`config.mk`:
```
export PLATFORM = sky130hd
export DESIGN_NAME = calib_sat_scan
export DESIGN_NICKNAME = d
export VERILOG_FILES = /design/src/rtl/calib_scan_pkg.sv /design/src/rtl/cs_addr_seq.sv /design/src/rtl/cs_field_check.sv /design/src/rtl/cs_result_acc.sv /design/src/rtl/calib_sat_scan.sv
export SDC_FILE = /design/constraint.sdc
export NUM_CORES = 1
export LEC_CHECK = 0
export BUFFER_PORTS_ARGS = -buffer_cell sky130_fd_sc_hd__buf_2
export CAP_MARGIN = 20
export CORE_ASPECT_RATIO = 0.9
export CORE_MARGIN = 5
export CORE_UTILIZATION = 55
export DETAILED_ROUTE_END_ITERATION = 12
export MAX_ROUTING_LAYER = met4
export PLACE_DENSITY_LB_ADDON = 0.05
export SKIP_CTS_REPAIR_TIMING = 1
export SLEW_MARGIN = 20
export SYNTH_ARGS = -nofsm -noshare
export SYNTH_HDL_FRONTEND = slang
export SYNTH_HIERARCHICAL = 1
export SYNTH_SLANG_ARGS = --single-unit
```
`constraint.sdc`:
```
create_clock -name clk -period 5.2 [get_ports clk]
set_input_delay 0.78 -clock clk [delete_from_list [all_inputs] [get_ports clk]]
set_output_delay 0.78 -clock clk [all_outputs]
set_load 0.02 [all_outputs]
```
`src/rtl/calib_scan_pkg.sv`:
```
package calib_scan_pkg;

  // Scan controller states
  typedef enum logic {
    SCAN_IDLE = 1'b0,
    SCAN_READ = 1'b1
  } scan_state_t;

  // Classification of one packed calibration field
  typedef struct packed {
    logic hit;     // field saturated at opposite rails
    logic up_dir;  // 1: up rail failure, 0: down rail failure
  } sat_flag_t;

endpackage

```
`src/rtl/cs_addr_seq.sv`:
```
module cs_addr_seq #(
  parameter int NUM_SLICES     = 8,
  parameter int REGS_PER_SLICE = 4,
  parameter int SLICE_STRIDE   = 128,
  parameter int SLICE_BASE     = 34,
  parameter int ADDR_W         = 10,
  parameter int ORD_W          = 5
) (
  input  logic              clk,
  input  logic              rst,
  input  logic              clear_i,
  input  logic              step_i,
  output logic [ADDR_W-1:0] addr_o,
  output logic [ORD_W-1:0]  ord_o,
  output logic              last_o
);

  localparam int SL_W     = (NUM_SLICES > 1) ? $clog2(NUM_SLICES) : 1;
  localparam int RG_W     = (REGS_PER_SLICE > 1) ? $clog2(REGS_PER_SLICE) : 1;
  localparam int JUMP     = SLICE_STRIDE - (REGS_PER_SLICE - 1);

  logic [SL_W-1:0]   slice_q;
  logic [RG_W-1:0]   sub_q;
  logic [ADDR_W-1:0] addr_q;
  logic              sub_end;

  assign sub_end = (sub_q == RG_W'(REGS_PER_SLICE - 1));

  always_ff @(posedge clk) begin
    if (rst || clear_i) begin
      slice_q <= '0;
      sub_q   <= '0;
      addr_q  <= ADDR_W'(SLICE_BASE);
    end else if (step_i) begin
      if (sub_end) begin
        sub_q   <= '0;
        slice_q <= slice_q + 1'b1;
        addr_q  <= addr_q + ADDR_W'(JUMP);
      end else begin
        sub_q   <= sub_q + 1'b1;
        addr_q  <= addr_q + 1'b1;
      end
    end
  end

  assign addr_o = addr_q;
  assign ord_o  = ORD_W'(int'(slice_q) * REGS_PER_SLICE + int'(sub_q));
  assign last_o = sub_end && (slice_q == SL_W'(NUM_SLICES - 1));

  // Address and ordinal advance together: a step inside a slice moves both by one
  AST_STEP_INSIDE_SLICE: assert property (@(posedge clk) disable iff (rst)
    (step_i && !clear_i && !sub_end) |=> (addr_o == $past(addr_o) + 1'b1));

endmodule

```
`src/rtl/cs_field_check.sv`:
```
module cs_field_check
  import calib_scan_pkg::*;
#(
  parameter int DATA_W         = 32,
  parameter int FIELDS_PER_REG = 2,
  parameter int FIELD_SPACING  = 16,
  parameter int CODE_W         = 6
) (
  input  logic [DATA_W-1:0]       word_i,
  output sat_flag_t [FIELDS_PER_REG-1:0] flag_o
);

  localparam int PAIR_W = 2 * CODE_W;

  logic unused_word_bits;
  assign unused_word_bits = ^word_i;

  for (genvar f = 0; f < FIELDS_PER_REG; f++) begin : g_field
    logic [CODE_W-1:0] dn_code;
    logic [CODE_W-1:0] up_code;
    logic              rail_up;
    logic              rail_dn;

    assign dn_code = word_i[f*FIELD_SPACING +: CODE_W];
    assign up_code = word_i[f*FIELD_SPACING + CODE_W +: CODE_W];

    // Down code pinned low while up code pinned high, and the mirror case
    assign rail_up = (dn_code == '0) && (up_code == '1);
    assign rail_dn = (up_code == '0) && (dn_code == '1);

    assign flag_o[f].hit    = rail_up | rail_dn;
    assign flag_o[f].up_dir = rail_up;
  end

  if (FIELD_SPACING < PAIR_W) begin : g_bad_spacing
    initial $error("field spacing narrower than a code pair");
  end

endmodule

```
`src/rtl/cs_result_acc.sv`:
```
module cs_result_acc
  import calib_scan_pkg::*;
#(
  parameter int FIELDS_PER_REG = 2,
  parameter int NUM_LINES      = 64,
  parameter int ORD_W          = 5
) (
  input  logic                          clk,
  input  logic                          rst,
  input  logic                          clear_i,
  input  logic                          upd_i,
  input  logic [ORD_W-1:0]              ord_i,
  input  sat_flag_t [FIELDS_PER_REG-1:0] flag_i,
  output logic [NUM_LINES-1:0]          fail_o,
  output logic [NUM_LINES-1:0]          dir_o,
  output logic                          any_o
);

  logic [NUM_LINES-1:0] fail_q;
  logic [NUM_LINES-1:0] dir_q;
  logic                 any_q;
  logic                 word_hit;

  always_comb begin
    word_hit = 1'b0;
    for (int f = 0; f < FIELDS_PER_REG; f++) word_hit = word_hit | flag_i[f].hit;
  end

  always_ff @(posedge clk) begin
    if (rst || clear_i) begin
      fail_q <= '0;
      dir_q  <= '0;
      any_q  <= 1'b0;
    end else if (upd_i) begin
      for (int n = 0; n < NUM_LINES; n++) begin
        if ((ord_i == ORD_W'(n / FIELDS_PER_REG)) && flag_i[n % FIELDS_PER_REG].hit) begin
          fail_q[n] <= 1'b1;
          dir_q[n]  <= flag_i[n % FIELDS_PER_REG].up_dir;
        end
      end
      any_q <= any_q | word_hit;
    end
  end

  assign fail_o = fail_q;
  assign dir_o  = dir_q;
  assign any_o  = any_q;

  AST_DIR_ONLY_ON_FAIL: assert property (@(posedge clk) disable iff (rst)
    (dir_q & ~fail_q) == '0);

  AST_SUMMARY_MATCHES_MASK: assert property (@(posedge clk) disable iff (rst)
    any_q == (|fail_q));

  AST_MASK_STICKY: assert property (@(posedge clk) disable iff (rst)
    (!clear_i) |=> ((fail_q & $past(fail_q)) == $past(fail_q)));

endmodule

```
`src/rtl/calib_sat_scan.sv`:
```
module calib_sat_scan
  import calib_scan_pkg::*;
#(
  parameter int NUM_SLICES     = 8,
  parameter int REGS_PER_SLICE = 4,
  parameter int SLICE_STRIDE   = 128,
  parameter int SLICE_BASE     = 34,
  parameter int DATA_W         = 32,
  parameter int FIELDS_PER_REG = 2,
  parameter int FIELD_SPACING  = 16,
  parameter int CODE_W         = 6,
  parameter int ADDR_W         = $clog2(SLICE_BASE + (NUM_SLICES - 1) * SLICE_STRIDE
                                        + REGS_PER_SLICE)
) (
  input  logic                clk,
  input  logic                rst,
  input  logic                start_i,
  output logic [ADDR_W-1:0]   rd_addr_o,
  output logic                rd_valid_o,
  input  logic [DATA_W-1:0]   rd_data_i,
  input  logic                rd_ack_i,
  output logic                done_o,
  output logic                any_fail_o,
  output logic [NUM_SLICES*REGS_PER_SLICE*FIELDS_PER_REG-1:0] fail_mask_o,
  output logic [NUM_SLICES*REGS_PER_SLICE*FIELDS_PER_REG-1:0] dir_mask_o
);

  localparam int NUM_READS = NUM_SLICES * REGS_PER_SLICE;
  localparam int NUM_LINES = NUM_READS * FIELDS_PER_REG;
  localparam int ORD_W     = (NUM_READS > 1) ? $clog2(NUM_READS) : 1;

  scan_state_t state_q;
  logic        valid_q;
  logic        done_q;
  logic        accept;
  logic        xfer;
  logic        last_rd;
  logic [ORD_W-1:0] ord;
  sat_flag_t [FIELDS_PER_REG-1:0] flags;

  assign accept = start_i && (state_q == SCAN_IDLE);
  assign xfer   = valid_q && rd_ack_i;

  always_ff @(posedge clk) begin
    if (rst) begin
      state_q <= SCAN_IDLE;
      valid_q <= 1'b0;
      done_q  <= 1'b0;
    end else begin
      done_q <= 1'b0;
      case (state_q)
        SCAN_IDLE: if (accept) begin
          state_q <= SCAN_READ;
          valid_q <= 1'b1;
        end
        SCAN_READ: if (xfer && last_rd) begin
          state_q <= SCAN_IDLE;
          valid_q <= 1'b0;
          done_q  <= 1'b1;
        end
        default: state_q <= SCAN_IDLE;
      endcase
    end
  end

  cs_addr_seq #(
    .NUM_SLICES     (NUM_SLICES),
    .REGS_PER_SLICE (REGS_PER_SLICE),
    .SLICE_STRIDE   (SLICE_STRIDE),
    .SLICE_BASE     (SLICE_BASE),
    .ADDR_W         (ADDR_W),
    .ORD_W          (ORD_W)
  ) u_seq (
    .clk     (clk),
    .rst     (rst),
    .clear_i (accept),
    .step_i  (xfer),
    .addr_o  (rd_addr_o),
    .ord_o   (ord),
    .last_o  (last_rd)
  );

  cs_field_check #(
    .DATA_W         (DATA_W),
    .FIELDS_PER_REG (FIELDS_PER_REG),
    .FIELD_SPACING  (FIELD_SPACING),
    .CODE_W         (CODE_W)
  ) u_chk (
    .word_i (rd_data_i),
    .flag_o (flags)
  );

  cs_result_acc #(
    .FIELDS_PER_REG (FIELDS_PER_REG),
    .NUM_LINES      (NUM_LINES),
    .ORD_W          (ORD_W)
  ) u_acc (
    .clk     (clk),
    .rst     (rst),
    .clear_i (accept),
    .upd_i   (xfer),
    .ord_i   (ord),
    .flag_i  (flags),
    .fail_o  (fail_mask_o),
    .dir_o   (dir_mask_o),
    .any_o   (any_fail_o)
  );

  assign rd_valid_o = valid_q;
  assign done_o     = done_q;

  AST_REQ_HELD: assert property (@(posedge clk) disable iff (rst)
    (rd_valid_o && !rd_ack_i) |=> (rd_valid_o && $stable(rd_addr_o)));

  AST_ADDR_IN_WINDOW: assert property (@(posedge clk) disable iff (rst)
    rd_valid_o |-> ((int'(rd_addr_o) % SLICE_STRIDE) >= SLICE_BASE &&
                    (int'(rd_addr_o) % SLICE_STRIDE) <  SLICE_BASE + REGS_PER_SLICE));

  AST_DONE_SINGLE: assert property (@(posedge clk) disable iff (rst)
    done_o |=> !done_o);

  AST_DONE_NO_REQ: assert property (@(posedge clk) disable iff (rst)
    done_o |-> !rd_valid_o);

  AST_START_CLEARS: assert property (@(posedge clk) disable iff (rst)
    (start_i && !rd_valid_o) |=> (fail_mask_o == '0 && !any_fail_o && rd_valid_o));

  AST_BUSY_START_IGNORED: assert property (@(posedge clk) disable iff (rst)
    (start_i && rd_valid_o && !rd_ack_i) |=> $stable(rd_addr_o));

endmodule

```
# Word level (Yosys, flattened, before mapping)
# Cells that the tools add are included.
[classes] add_sub_neg=5 n_mux=9 bitwise_logic=5 n_reduce_logical=145 n_eq_ne=39
[ops] cell="$reduce_and 2->1" n=66
[ops] cell="$eq 5x5->1 const B" n=16
[ops] cell="$logic_and 1x1->1" n=72
[ops] cell="$eq 5x4->1 const B" n=8
[ops] cell="$eq 6x6->1 const B" n=4
[ops] cell="$logic_not 6->1" n=4
[ops] cell="$eq 5x3->1 const B" n=4
[ops] cell="$add 10x1->10 const B" n=1
[ops] cell="$add 10x7->10 const B" n=1
[ops] cell="$eq 5x2->1 const B" n=2
[ops] cell="$mux 10" n=1
[ops] cell="$add 5x2->5" n=1
[ops] cell="$eq 5x1->1 const B" n=1
[ops] cell="$logic_not 5->1" n=1
[ops] cell="$mux 1" n=5
[ops] cell="$ne 2x1->1 const B" n=2
[ops] cell="$or 1x1->1" n=4
[ops] cell="$pmux 1 s2" n=2
[ops] cell="$add 3x1->3 const B" n=1
[ops] cell="$eq 3x3->1 const B" n=1
[ops] cell="$add 2x1->2 const B" n=1
[ops] cell="$eq 2x2->1 const B" n=1
[ops] cell="$mux 2" n=1
[ops] cell="$reduce_or 2->1" n=1
[ops] cell="other kinds (2)" n=2
[totals] elab_cells=338 ff_bits=147 in_bits=36 output_inout_bits=141

# Depth between registers and ports, before layout
[depth] word_depth=5 depth_mapped=8 depth_no_buf=6

# Hierarchy
# The synthesis kept the hierarchy.
[modules_own_cells] module="cs_result_acc" seq_area_each_um2=2582.5 cells_each=496 area_each_um2=4727.0 n_inst=1
[modules_own_cells] module="cs_addr_seq" seq_area_each_um2=300.3 cells_each=132 area_each_um2=1079.8 n_inst=1
[modules_own_cells] module="cs_field_check" seq_area_each_um2=0.0 cells_each=22 area_each_um2=157.7 n_inst=1
[modules_own_cells] module="calib_sat_scan" seq_area_each_um2=60.1 cells_each=11 area_each_um2=121.4 n_inst=1

# Least setup slack after synthesis
# No wires, ideal clock.
[synth_timing] kind="input port to flip-flop" startpoint="in rd_data_i[0]" endpoint="reg u_acc.dir_q[4] (netlist: u_acc/dir_o[4])" path_stages=8 setup_time_ns=0.132 arrival_ns=2.093 path_slack_ns=2.975 path_buffers=2 required_time_ns=5.068 cell_sequence="nor4_2 > nand4_1 > o21ai_1 > and3b_1 > buf_2 > buf_2 > nand2_1 > mux2i_1"
[synth_lines] item="start: declaration" line="calib_sat_scan.sv:20" source="input logic [DATA_W-1:0] rd_data_i,"
[synth_lines] item="end signal: indexed assignment" line="cs_result_acc.sv:38" source="dir_q[n] <= flag_i[n % FIELDS_PER_REG].up_dir;"
[synth_lines] item="end: declaration" line="cs_result_acc.sv:20" source="logic [NUM_LINES-1:0] dir_q;"

# Final worst setup path
[layout_timing] startpoint="reg u_seq.sub_q[0]" endpoint="reg u_seq.addr_q[8] (netlist: u_seq/addr_o[8])"
[layout_between] elab_chain_cells=2
[layout_lines] item="start: declaration" line="cs_addr_seq.sv:23" source="logic [RG_W-1:0] sub_q;"
[layout_lines] item="start signal: assignment" line="cs_addr_seq.sv:40" source="sub_q <= sub_q + 1'b1;"
[layout_lines] item="$eq 2x2->1" line="cs_addr_seq.sv:27" source="assign sub_end = (sub_q == RG_W'(REGS_PER_SLICE - 1));"
[layout_lines] item="$mux 10" line="cs_addr_seq.sv:35" source="if (sub_end) begin"
[layout_lines] item="end signal: assignment" line="cs_addr_seq.sv:33" source="addr_q <= ADDR_W'(SLICE_BASE);"
[layout_lines] item="end signal: assignment" line="cs_addr_seq.sv:38" source="addr_q <= addr_q + ADDR_W'(JUMP);"
[layout_lines] item="end signal: assignment" line="cs_addr_seq.sv:41" source="addr_q <= addr_q + 1'b1;"
[layout_lines] item="end: declaration" line="cs_addr_seq.sv:24" source="logic [ADDR_W-1:0] addr_q;"
# Every way passes these cells.
# A chain may end at the register's enable or synchronous reset.

==> out/results.tsv <==
stage	metric	value	unit
cts	clkTransAtPathRegs	60	ps
drt	drt-wirelength-per-cell	17.23	µm
drt	drc	0	
critical_path	end_kind	flip-flop	
floorplanning	rows	36	
placed_design	hpwl	11160	µm
synthesis	synth_edf_count	0	
power_and_ir_drop	power.leakage	0.003322	µW
cells_and_area	n_antenna_cell	0	
floorplanning	initial_core_util	56.30	%
floorplanning	die-area	13270	µm²
cts	clockRootBuffer	clkbuf_16	
power_and_ir_drop	vdd_drop_max	0.2309	mV
synthesis	ys_types	60	
critical_path	setup.worst_path.start_class	flip-flop	
drt	avgViaCountPerCell	5.573	
drt	vias	5272	
worst_hold_path	hp-class	reg2reg	
critical_path	cp.arrival	3140	ps
cts	clock-sinks	147	
synthesis	ys_ff_latch	147	
global_routing	antenna_found_initial	0	
sta	tns	0	ps
sta	hold_violations	0	
sta	slew_headroom	27.25	%
sta	period_needed	2844	ps
critical_path	critical_path_peak_fanout	21	
drt	dr.first_iter.drc_count	373	
cells_and_area	num-nets-final	841	
cts	insertion_delay	420	ps
floorplanning	die_h	109.8	µm
synthesis	synth_flop_cell	dfxtp_1	
drt	wl	16300	µm
synthesis	syn-instance-count	661	
status	status	complete, no violations	
global_routing	first_global_vias	5103	
synthesis	async_reset_ff_share	0	%
flow_run	maxCapViolCount	0	
power_and_ir_drop	finalPower	2406	µW
cells_and_area	nFillCells	856	
drt	ant_nets	0	
placed_design	place.gp.congestion	0.8231	
sta	finalSetupViolCount	0	
global_routing	grt_max_degree	65	
cells_and_area	synthToLayoutAreaGrowth	22.74	%
critical_path	path_class	reg2reg	
sta	worst_slew_pin_slew	1076	ps
sta	holdWs	456.3	ps
critical_path	cp_data_required_time	5490	ps
sta	rsz0062_at_grt	no	
placed_design	port_buffers	168	
synthesis	yosysWarningCount	6	
cts	cts_tree	yes	
floorplanning	coreArea	10810	µm²
global_routing	grt-ovfl-total	0	
synthesis	syn_avg_cell_area	9.207	µm²
sta	fmax	0.3516	GHz
floorplanning	die-width	120.9	µm
synthesis	synth.net_count	702	
power_and_ir_drop	powerDensity	322.1	nW/µm²
global_routing	grt_pass1_wl	25740	µm
sta	fin_worst_skew	10.30	ps
cts	cts_buffers	17	
floorplanning	io_pins	177	
sta	slew_viol_final	0	
synthesis	synthesis.area	6086	µm²
cts	cts_buffer_depth	2	
sta	fin_crit_sh	54.69	%
global_routing	grt_use_total	25.39	%
synthesis	ys_seq_area_share	48.36	%
cells_and_area	drive_gt1_share	27.31	%
drt	drt-pass1-iter-count	5	
cts	htreeDepth	4	
[cell families (layout without fill, tap and decap cells)]
logic type	after synthesis	after routing	synth area share (%)
XOR/XNOR	9	9	1.295
multiplexers	66	66	10.86
flip-flops	147	147	48.36
AND/OR/NAND/NOR	269	269	22.51
buffers and inverters	57	209	4.749
AO/OA/AOI/OAI	108	108	11.20
adder cells (fa/ha/maj)	5	5	1.028
[state kept, by name, summed over array words and instances (netlist names)]
signal,count
u_acc/any_o,1
u_acc/dir_o,64
done_o,1
u_seq/sub_q,2
u_seq/slice_q,3
state_q,1
u_seq/addr_o,10
u_acc/fail_o,64
rd_valid_o,1
[placed cells by master (no fill, tap or decap), types with 4 or more instances in the layout]
cell	instances
xnor2_1	7
ha_1	5
nor2_1	76
buf_2	168
inv_1	8
nand3_1	12
a21oi_1	52
clkbuf_8	4
nor3_1	7
mux2i_1	66
nand2_1	114
o21a_1	28
clkbuf_16	17
o21ai_0	4
o21ai_1	6
nand4b_1	6
nand3b_1	6
dfxtp_1	147
[synthesized netlist by cell type (4+ instances only)]
| cell | instances | area share [%] |
|---|---|---|
| nand3b_1 | 6 | 0.74 |
| nor4bb_1 | 6 | 0.99 |
| nand4b_1 | 6 | 0.86 |
| buf_4 | 7 | 0.86 |
| o21ai_0 | 4 | 0.33 |
| dfxtp_1 | 147 | 48 |
| nand3_1 | 12 | 0.99 |
| xnor2_1 | 7 | 1.0 |
| a21oi_1 | 52 | 4.3 |
| nand2_1 | 115 | 7.1 |
| nor2_1 | 77 | 4.7 |
| o21ai_1 | 6 | 0.49 |
| clkbuf_1 | 21 | 1.3 |
| buf_6 | 4 | 0.74 |
| ha_1 | 5 | 1.0 |
| buf_2 | 15 | 1.2 |
| mux2i_1 | 66 | 11 |
| o21a_1 | 28 | 3.5 |
| nor3_1 | 7 | 0.58 |
| inv_1 | 8 | 0.49 |
[worst paths after layout]
check	slack, ps	to	from	depth (start not counted)
max	2360	u_seq/addr_o[8]	u_seq/sub_q[0]	6
min reg2reg	460	u_acc/fail_o[62]	u_acc/fail_o[62]	2
min	460	u_acc/fail_o[62]	u_acc/fail_o[62]	2
max reg2reg	2360	u_seq/addr_o[8]	u_seq/sub_q[0]	6
[per-stage QoR]
step	instance area (µm²)	setup WS (ps)	util (%)	cells
3_3_place_gp	6868	2299	63.53	914
5_1_grt	7470	2136	69.10	946
2_1_floorplan	6086	2975	-	661
6_report	7470	2356	69.10	946
3_5_place_dp	6868	2230	63.53	914
4_1_cts	7458	2399	68.99	946
[cell type report]
cell class	count	area, µm²	area share, %
Inverter	8	30.03	0.4020
Tap cell	133	166.4	2.228
Clock buffer	24	491.7	6.583
Timing Repair Buffer	169	848.3	11.36
Clock inverter	8	98.84	1.323
Multi-Input combinational cell	457	2892	38.71
Sequential cell	147	2943	39.40
[critical path, stage by stage (launching register included)]
cell	delay, ps
dfxtp_1	950
ha_1	690
nand3b_1	250
mux2i_1	100
a221oi_1	470
nor3b_1	110
nand3b_1	170
[where the power goes]
group	switching, µW	internal [µW]
clock	454	757
combinational	41.9	19.9
sequential	4.61	1130
total	501	1910
[per-layer routing]
layer	global-route usage, %	vias up	share of wire, %
met2	39.83	192	47
met4	9.061	0	1.7
met3	8.539	21	8.6
met1	30.73	2517	43
li1	-	2542	-
met5	-	-	0
Note: power is estimated with default switching activity, not from simulation.
